**src/rtl/tg_pkg.sv**
```systemverilog
package tg_pkg;
  localparam int HW = 12;
  localparam int VW = 12;
  localparam int DW = 2;

  typedef struct packed {
    logic [HW-1:0] htotal;
    logic [HW-1:0] hblank;
    logic [HW-1:0] hsync;
    logic [VW-1:0] vtotal;
    logic [VW-1:0] vblank;
    logic [VW-1:0] vsync_s;
    logic [VW-1:0] vsync_e;
    logic [DW-1:0] fs_dly;
  } tcfg_t;
endpackage

```
**src/rtl/tg_cfg_bank.sv**
```systemverilog
module tg_cfg_bank
  import tg_pkg::*;
(
  input  logic  clk,
  input  logic  rst,
  input  logic  load,
  input  tcfg_t pend,
  output tcfg_t cur
);
  always_ff @(posedge clk) begin
    if (rst || load) cur <= pend;
  end

  // a load copies the pending set
  a_r7_load_copies: assert property (@(posedge clk) disable iff (rst)
    load |=> (cur == $past(pend)));
  // without a load the active set holds
  a_r7_hold: assert property (@(posedge clk) disable iff (rst)
    !load |=> $stable(cur));
endmodule

```
**src/rtl/tg_raster_cnt.sv**
```systemverilog
module tg_raster_cnt
  import tg_pkg::*;
(
  input  logic          clk,
  input  logic          rst,
  input  tcfg_t         cfg,
  output logic [HW-1:0] hcnt,
  output logic [VW-1:0] vcnt
);
  logic [HW-1:0] hnext;

  always_comb begin
    if (hcnt >= cfg.htotal - 1'b1) hnext = '0;
    else                           hnext = hcnt + 1'b1;
  end

  always_ff @(posedge clk) begin
    if (rst) begin
      hcnt <= '0;
      vcnt <= '0;
    end else begin
      hcnt <= hnext;
      if (hnext == cfg.hsync) begin
        if (vcnt >= cfg.vtotal - 1'b1) vcnt <= '0;
        else                           vcnt <= vcnt + 1'b1;
      end
    end
  end

  // last pixel of a line is followed by pixel 0
  a_r1_hwrap: assert property (@(posedge clk) disable iff (rst)
    (hcnt == cfg.htotal - 1'b1) |=> (hcnt == '0));
  // the line counter only moves onto the sync pixel
  a_r1_vstep: assert property (@(posedge clk) disable iff (rst)
    (!$past(rst) && (vcnt != $past(vcnt))) |-> (hcnt == cfg.hsync));
endmodule

```
**src/rtl/tg_event_dec.sv**
```systemverilog
module tg_event_dec
  import tg_pkg::*;
(
  input  logic          clk,
  input  logic          rst,
  input  tcfg_t         cfg,
  input  logic [HW-1:0] hcnt,
  input  logic [VW-1:0] vcnt,
  output logic          load_c,
  output logic [HW-1:0] h_pos,
  output logic [VW-1:0] v_pos,
  output logic          h_active,
  output logic          h_sync,
  output logic          v_blank,
  output logic          v_sync,
  output logic          disp_en,
  output logic          vblank_evt,
  output logic          vsync_evt,
  output logic          frame_evt,
  output logic          cfg_load
);
  logic [VW:0]   fs_sum;
  logic [VW-1:0] fs_line;
  logic          ha_c, vb_c, at_sync;

  always_comb begin
    fs_sum = {1'b0, cfg.vblank} + {{(VW+1-DW){1'b0}}, cfg.fs_dly};
    if (fs_sum >= {1'b0, cfg.vtotal}) fs_line = VW'(fs_sum - {1'b0, cfg.vtotal});
    else                              fs_line = fs_sum[VW-1:0];
    ha_c    = (hcnt < cfg.hblank);
    vb_c    = (vcnt >= cfg.vblank);
    at_sync = (hcnt == cfg.hsync);
    load_c  = at_sync && (vcnt == cfg.vblank);
  end

  always_ff @(posedge clk) begin
    if (rst) begin
      h_pos <= '0; v_pos <= '0;
      h_active <= 1'b0; h_sync <= 1'b0; v_blank <= 1'b0; v_sync <= 1'b0;
      disp_en <= 1'b0; vblank_evt <= 1'b0; vsync_evt <= 1'b0;
      frame_evt <= 1'b0; cfg_load <= 1'b0;
    end else begin
      h_pos      <= hcnt;
      v_pos      <= vcnt;
      h_active   <= ha_c;
      h_sync     <= (hcnt >= cfg.hsync);
      v_blank    <= vb_c;
      v_sync     <= (vcnt >= cfg.vsync_s) && (vcnt < cfg.vsync_e);
      disp_en    <= ha_c && !vb_c;
      vblank_evt <= load_c;
      vsync_evt  <= at_sync && (vcnt == cfg.vsync_s);
      frame_evt  <= (hcnt == cfg.hblank) && (vcnt == fs_line);
      cfg_load   <= load_c;
    end
  end

  // start-of-blank pulse lasts one cycle
  a_r4_one_cycle: assert property (@(posedge clk) disable iff (rst)
    vblank_evt |=> !vblank_evt);
  // frame start lasts one cycle and sits in horizontal blank
  a_r6_one_cycle: assert property (@(posedge clk) disable iff (rst)
    frame_evt |=> !frame_evt);
  a_r6_in_hblank: assert property (@(posedge clk) disable iff (rst)
    frame_evt |-> (!h_active && !h_sync));
  // vsync start is seen on a sync pixel
  a_r5_on_sync: assert property (@(posedge clk) disable iff (rst)
    vsync_evt |-> h_sync);
  // vertical sync lies within vertical blank
  a_r3_vs_in_vb: assert property (@(posedge clk) disable iff (rst)
    v_sync |-> v_blank);
endmodule

```
**src/rtl/raster_event_gen.sv**
```systemverilog
module raster_event_gen
  import tg_pkg::*;
(
  input  logic          clk,
  input  logic          rst,
  input  logic [HW-1:0] pend_htotal,
  input  logic [HW-1:0] pend_hblank_start,
  input  logic [HW-1:0] pend_hsync_start,
  input  logic [VW-1:0] pend_vtotal,
  input  logic [VW-1:0] pend_vblank_start,
  input  logic [VW-1:0] pend_vsync_start,
  input  logic [VW-1:0] pend_vsync_end,
  input  logic [DW-1:0] pend_fs_delay,
  output logic [HW-1:0] h_pos,
  output logic [VW-1:0] v_pos,
  output logic          h_active,
  output logic          h_sync,
  output logic          v_blank,
  output logic          v_sync,
  output logic          disp_en,
  output logic          vblank_evt,
  output logic          vsync_evt,
  output logic          frame_evt,
  output logic          cfg_load
);
  tcfg_t         pend, cur;
  logic          load_c;
  logic [HW-1:0] hcnt;
  logic [VW-1:0] vcnt;

  always_comb begin
    pend.htotal  = pend_htotal;
    pend.hblank  = pend_hblank_start;
    pend.hsync   = pend_hsync_start;
    pend.vtotal  = pend_vtotal;
    pend.vblank  = pend_vblank_start;
    pend.vsync_s = pend_vsync_start;
    pend.vsync_e = pend_vsync_end;
    pend.fs_dly  = pend_fs_delay;
  end

  tg_cfg_bank u_bank (.clk(clk), .rst(rst), .load(load_c), .pend(pend), .cur(cur));

  tg_raster_cnt u_cnt (.clk(clk), .rst(rst), .cfg(cur), .hcnt(hcnt), .vcnt(vcnt));

  tg_event_dec u_dec (
    .clk(clk), .rst(rst), .cfg(cur), .hcnt(hcnt), .vcnt(vcnt), .load_c(load_c),
    .h_pos(h_pos), .v_pos(v_pos), .h_active(h_active), .h_sync(h_sync),
    .v_blank(v_blank), .v_sync(v_sync), .disp_en(disp_en),
    .vblank_evt(vblank_evt), .vsync_evt(vsync_evt), .frame_evt(frame_evt),
    .cfg_load(cfg_load)
  );
endmodule

```
**config.mk**
```make
export PLATFORM = sky130hd
export DESIGN_NAME = raster_event_gen
export DESIGN_NICKNAME = d
export VERILOG_FILES = /design/src/rtl/tg_pkg.sv /design/src/rtl/tg_cfg_bank.sv /design/src/rtl/tg_raster_cnt.sv /design/src/rtl/tg_event_dec.sv /design/src/rtl/raster_event_gen.sv
export SDC_FILE = /design/constraint.sdc
export NUM_CORES = 1
export LEC_CHECK = 0
export CAP_MARGIN = 25
export CORE_MARGIN = 5
export CORE_UTILIZATION = 50
export DETAILED_ROUTE_END_ITERATION = 10
export PLACE_DENSITY = 0.78
export SLEW_MARGIN = 15
export SYNTH_ARGS = -nofsm -noshare
export SYNTH_HDL_FRONTEND = slang
export SYNTH_SLANG_ARGS = --single-unit
```
**constraint.sdc**
```tcl
create_clock -name clk -period 3.5 [get_ports clk]
set_input_delay 0.35 -clock clk [delete_from_list [all_inputs] [get_ports clk]]
set_output_delay 0.35 -clock clk [all_outputs]
set_load 0.02 [all_outputs]
```
==> results.json <==
{
  "status": "finished, violations left",
  "violations": "setup timing",
  "ys.warnings.count": 0,
  "grt_overflow": 0,
  "area_growth_pct": 34.4,
  "dr.pass1.iters": 5,
  "synth_edf_count": 86,
  "cp_data_arrival_time_ns": 4.05,
  "peakVddDrop_mv": 0.332,
  "grt_max_degree": 55,
  "tightest_slew_ns": 0.728,
  "synth_cell_types": 65,
  "worst_slack_ns": -0.195,
  "synth_top_area_share_pct": 30.7,
  "yosysSeqAreaShare_pct": 44.1,
  "p_int_mw": 3.38,
  "r2r_slack_ns": -0.20,
  "yosys.area.top_type": "edfxtp_1",
  "timing_hold_violations_final": 0,
  "clk_pin_slew_ns": 0.06,
  "initial_core_util_pct": 50.9,
  "synth_area_leaders": "edfxtp_1 31%, ha_1 15%, dfxtp_1 13%",
  "r2r-start": "u_bank.cur[76]",
  "n_fill_cell": 1195,
  "drt_iter0_drc": 610,
  "p_sw_mw": 1.24,
  "layout_commonest_cell": "clkdlybuf4s50_1",
  "place.port_buffers": 120,
  "antenna_found_initial": 0,
  "cp_max_fo": 7,
  "via_per_inst": 5.55,
  "slew_violations": 0,
  "grt_pass1_wl_um": 36300,
  "hp-class": "input port to flop",
  "crit_path_start": "u_bank.cur[76]",
  "synth_nets": 1000,
  "dp_hpwl_um": 17300,
  "timing.final.crit_period_ns": 3.70,
  "ant_nets": 0,
  "gp_congestion": 1.09,
  "start_kind": "flop",
  "layout.nets": 1205,
  "grt_usage_pct": 23.5,
  "power_switching_share_pct": 26.9,
  "required_ns": 3.85,
  "cts.sinks": 142,
  "async_flop_share_pct": 0,
  "clk_path_buf_depth": 2,
  "vias": 6917,
  "clk_latency_ns": 0.43,
  "setup_viol": 13,
  "fin_crit_sh_pct": 106,
  "htreeDepth": 4,
  "dieArea_um2": 19500,
  "p_seq_share_pct": 41.7,
  "insertedDiodeCount": 0,
  "drv_cap": 0,
  "io_pins": 121,
  "relSlewSlack_pct": 50.8,
  "die_w_um": 140,
  "leakage_nw": 4.93,
  "placementRows": 47,
  "p_comb_share_pct": 20.0,
  "drcViolationCount": 0,
  "mostFrequentLayoutCells": "120 x clkdlybuf4s50_1, 99 x ha_1, 87 x inv_1, 86 x edfxtp_1, 80 x buf_4",
  "cts_tree": "done",
  "min-delay-start": "pend_vsync_start[7]",
  "netlist_area_um2": 8410,
  "core_area_um2": 16500,
  "die_y_um": 140,
  "dp_cells": 1210,
  "p_per_area_nw_per_um2": 409,
  "layoutNonFillerInstCount": 1247,
  "end_kind": "flop",
  "syn_avg_cell_area_um2": 10.4,
  "fin_skew_ns": 0.0110,
  "grt_pass1_vias": 6984,
  "finalPower_mw": 4.63,
  "cts_inserted_buffers": 17,
  "grt_setup_unrepaired": "true",
  "crit_type": "flop to flop",
  "drive_gt1_share_pct": 16.7,
  "timing.fmax_mhz": 271,
  "syn_inst": 809,
  "p_clk_share_pct": 38.3,
  "wl_um": 23000,
  "ys_ff_latch": 142,
  "cts_root_buf": "clkbuf_16",
  "drt-wirelength-per-cell_um": 18.5,
  "synthFlopType": "edfxtp_1"
}
metal layers:
| metal | track usage [%] | share of wire, % | vias to the layer above |
|---|---|---|---|
| li1 | - | - | 3341 |
| met1 | 33.2 | 45 | 3240 |
| met2 | 37.3 | 45 | 302 |
| met3 | 3.77 | 7.9 | 34 |
| met4 | 7.65 | 2.3 | 0 |
| met5 | 0 | 0 | - |
stage by stage:
step | TNS [ns] | util (%) | area (µm²) | hold slack (ns) | setup slack (ns)
after detailed placement | -2.30 | 63.1 | 10400 | 0.587 | -0.263
after global routing | -4.58 | 68.4 | 11300 | 0.470 | -0.391
final | -2.10 | 68.4 | 11300 | 0.473 | -0.195
after global placement | -0.762 | 63.1 | 10400 | 0.568 | -0.184
after CTS | -1.74 | 67.5 | 11200 | 0.466 | -0.166
after floorplan | -0.0153 | - | 8430 | 0.449 | -0.0153
synthesized netlist by cell type, types with 5 or more instances:
master,count
ha_1,101
inv_1,87
edfxtp_1,86
dfxtp_1,56
nor2_1,56
xnor2_1,43
a21oi_1,40
nor2b_1,34
o21ai_0,31
nand2_1,23
nor3_1,23
nand3_1,20
a21o_1,19
nand4_1,17
and3_1,15
xor2_1,15
o21a_1,10
a211oi_1,9
clkbuf_1,9
nor4_1,9
nand2b_1,8
nand3b_1,8
buf_2,7
o2111ai_1,6
a211o_1,5
critical path: stages (launching register included):
cell      delay, ns
edfxtp_1       0.44
nor4_4         0.36
nand2_2        0.16
nor4_4         0.17
xnor2_1        0.15
ha_1           0.27
a211oi_2       0.23
nor2_1         0.08
a311o_1        0.31
or2_4          0.28
o32a_1         0.20
nor4_4         0.36
and3b_2        0.27
buf_6          0.13
nand3b_1       0.09
a21oi_1        0.14
layout make-up:
type	count	area [µm²]	area share, %
clock buffer	18	429	3.80
clock inverter	14	144	1.27
inverter	87	327	2.89
multi-input combinational	560	4550	40.2
sequential	142	3700	32.8
tap	220	275	2.44
timing repair buffer	206	1880	16.6
flip-flops by register name, summed over array words and instances (netlist names):
name / cells
u_bank.cur: 86
u_cnt.hcnt: 12
u_cnt.vcnt: 12
u_dec.disp_en: 1
u_dec.frame_evt: 1
u_dec.h_active: 1
u_dec.h_pos: 12
u_dec.h_sync: 1
u_dec.v_blank: 1
u_dec.v_pos: 12
u_dec.v_sync: 1
u_dec.vblank_evt: 1
u_dec.vsync_evt: 1
what timing repair did:
action / CTS / global route
gates cloned: 1 / 0
pin swaps: 18 / 14
hold buffers: 0 / 0
gates resized for setup: 38 / 25
setup endpoints to repair: 13 / 14
buffers inserted: 2 / 2
power groups by stage:
stage | registers (mW) | clock network [mW] | logic (mW)
final | 1.93 | 1.77 | 0.923
after global routing | 1.94 | 1.86 | 1.00
after CTS | 1.93 | 1.79 | 0.881
after detailed placement | 1.96 | 0 | 0.854
after global placement | 1.96 | 0 | 0.848
after floorplan | 1.95 | 0 | 0.488
path summary, 6_finish.rpt:
path	endpoint	depth (start not counted)
setup / recovery	u_cnt.vcnt[5]	15
hold / removal	u_bank.cur[21]	1
setup reg to reg	u_cnt.vcnt[5]	15
hold reg to reg	u_cnt.hcnt[0]	1
cell families after synthesis:
| family | share of synthesized area (%) |
|---|---|
| AO/OA/AOI/OAI | 12.4 |
| XOR/XNOR | 7.11 |
| adder cells (fa/ha/maj) | 15.5 |
| buffers and inverters | 5.06 |
| flip-flops | 44.1 |
| multiplexers | 0.610 |
| AND/OR/NAND/NOR | 15.2 |
No activity file was read; power rests on OpenSTA's default activity.
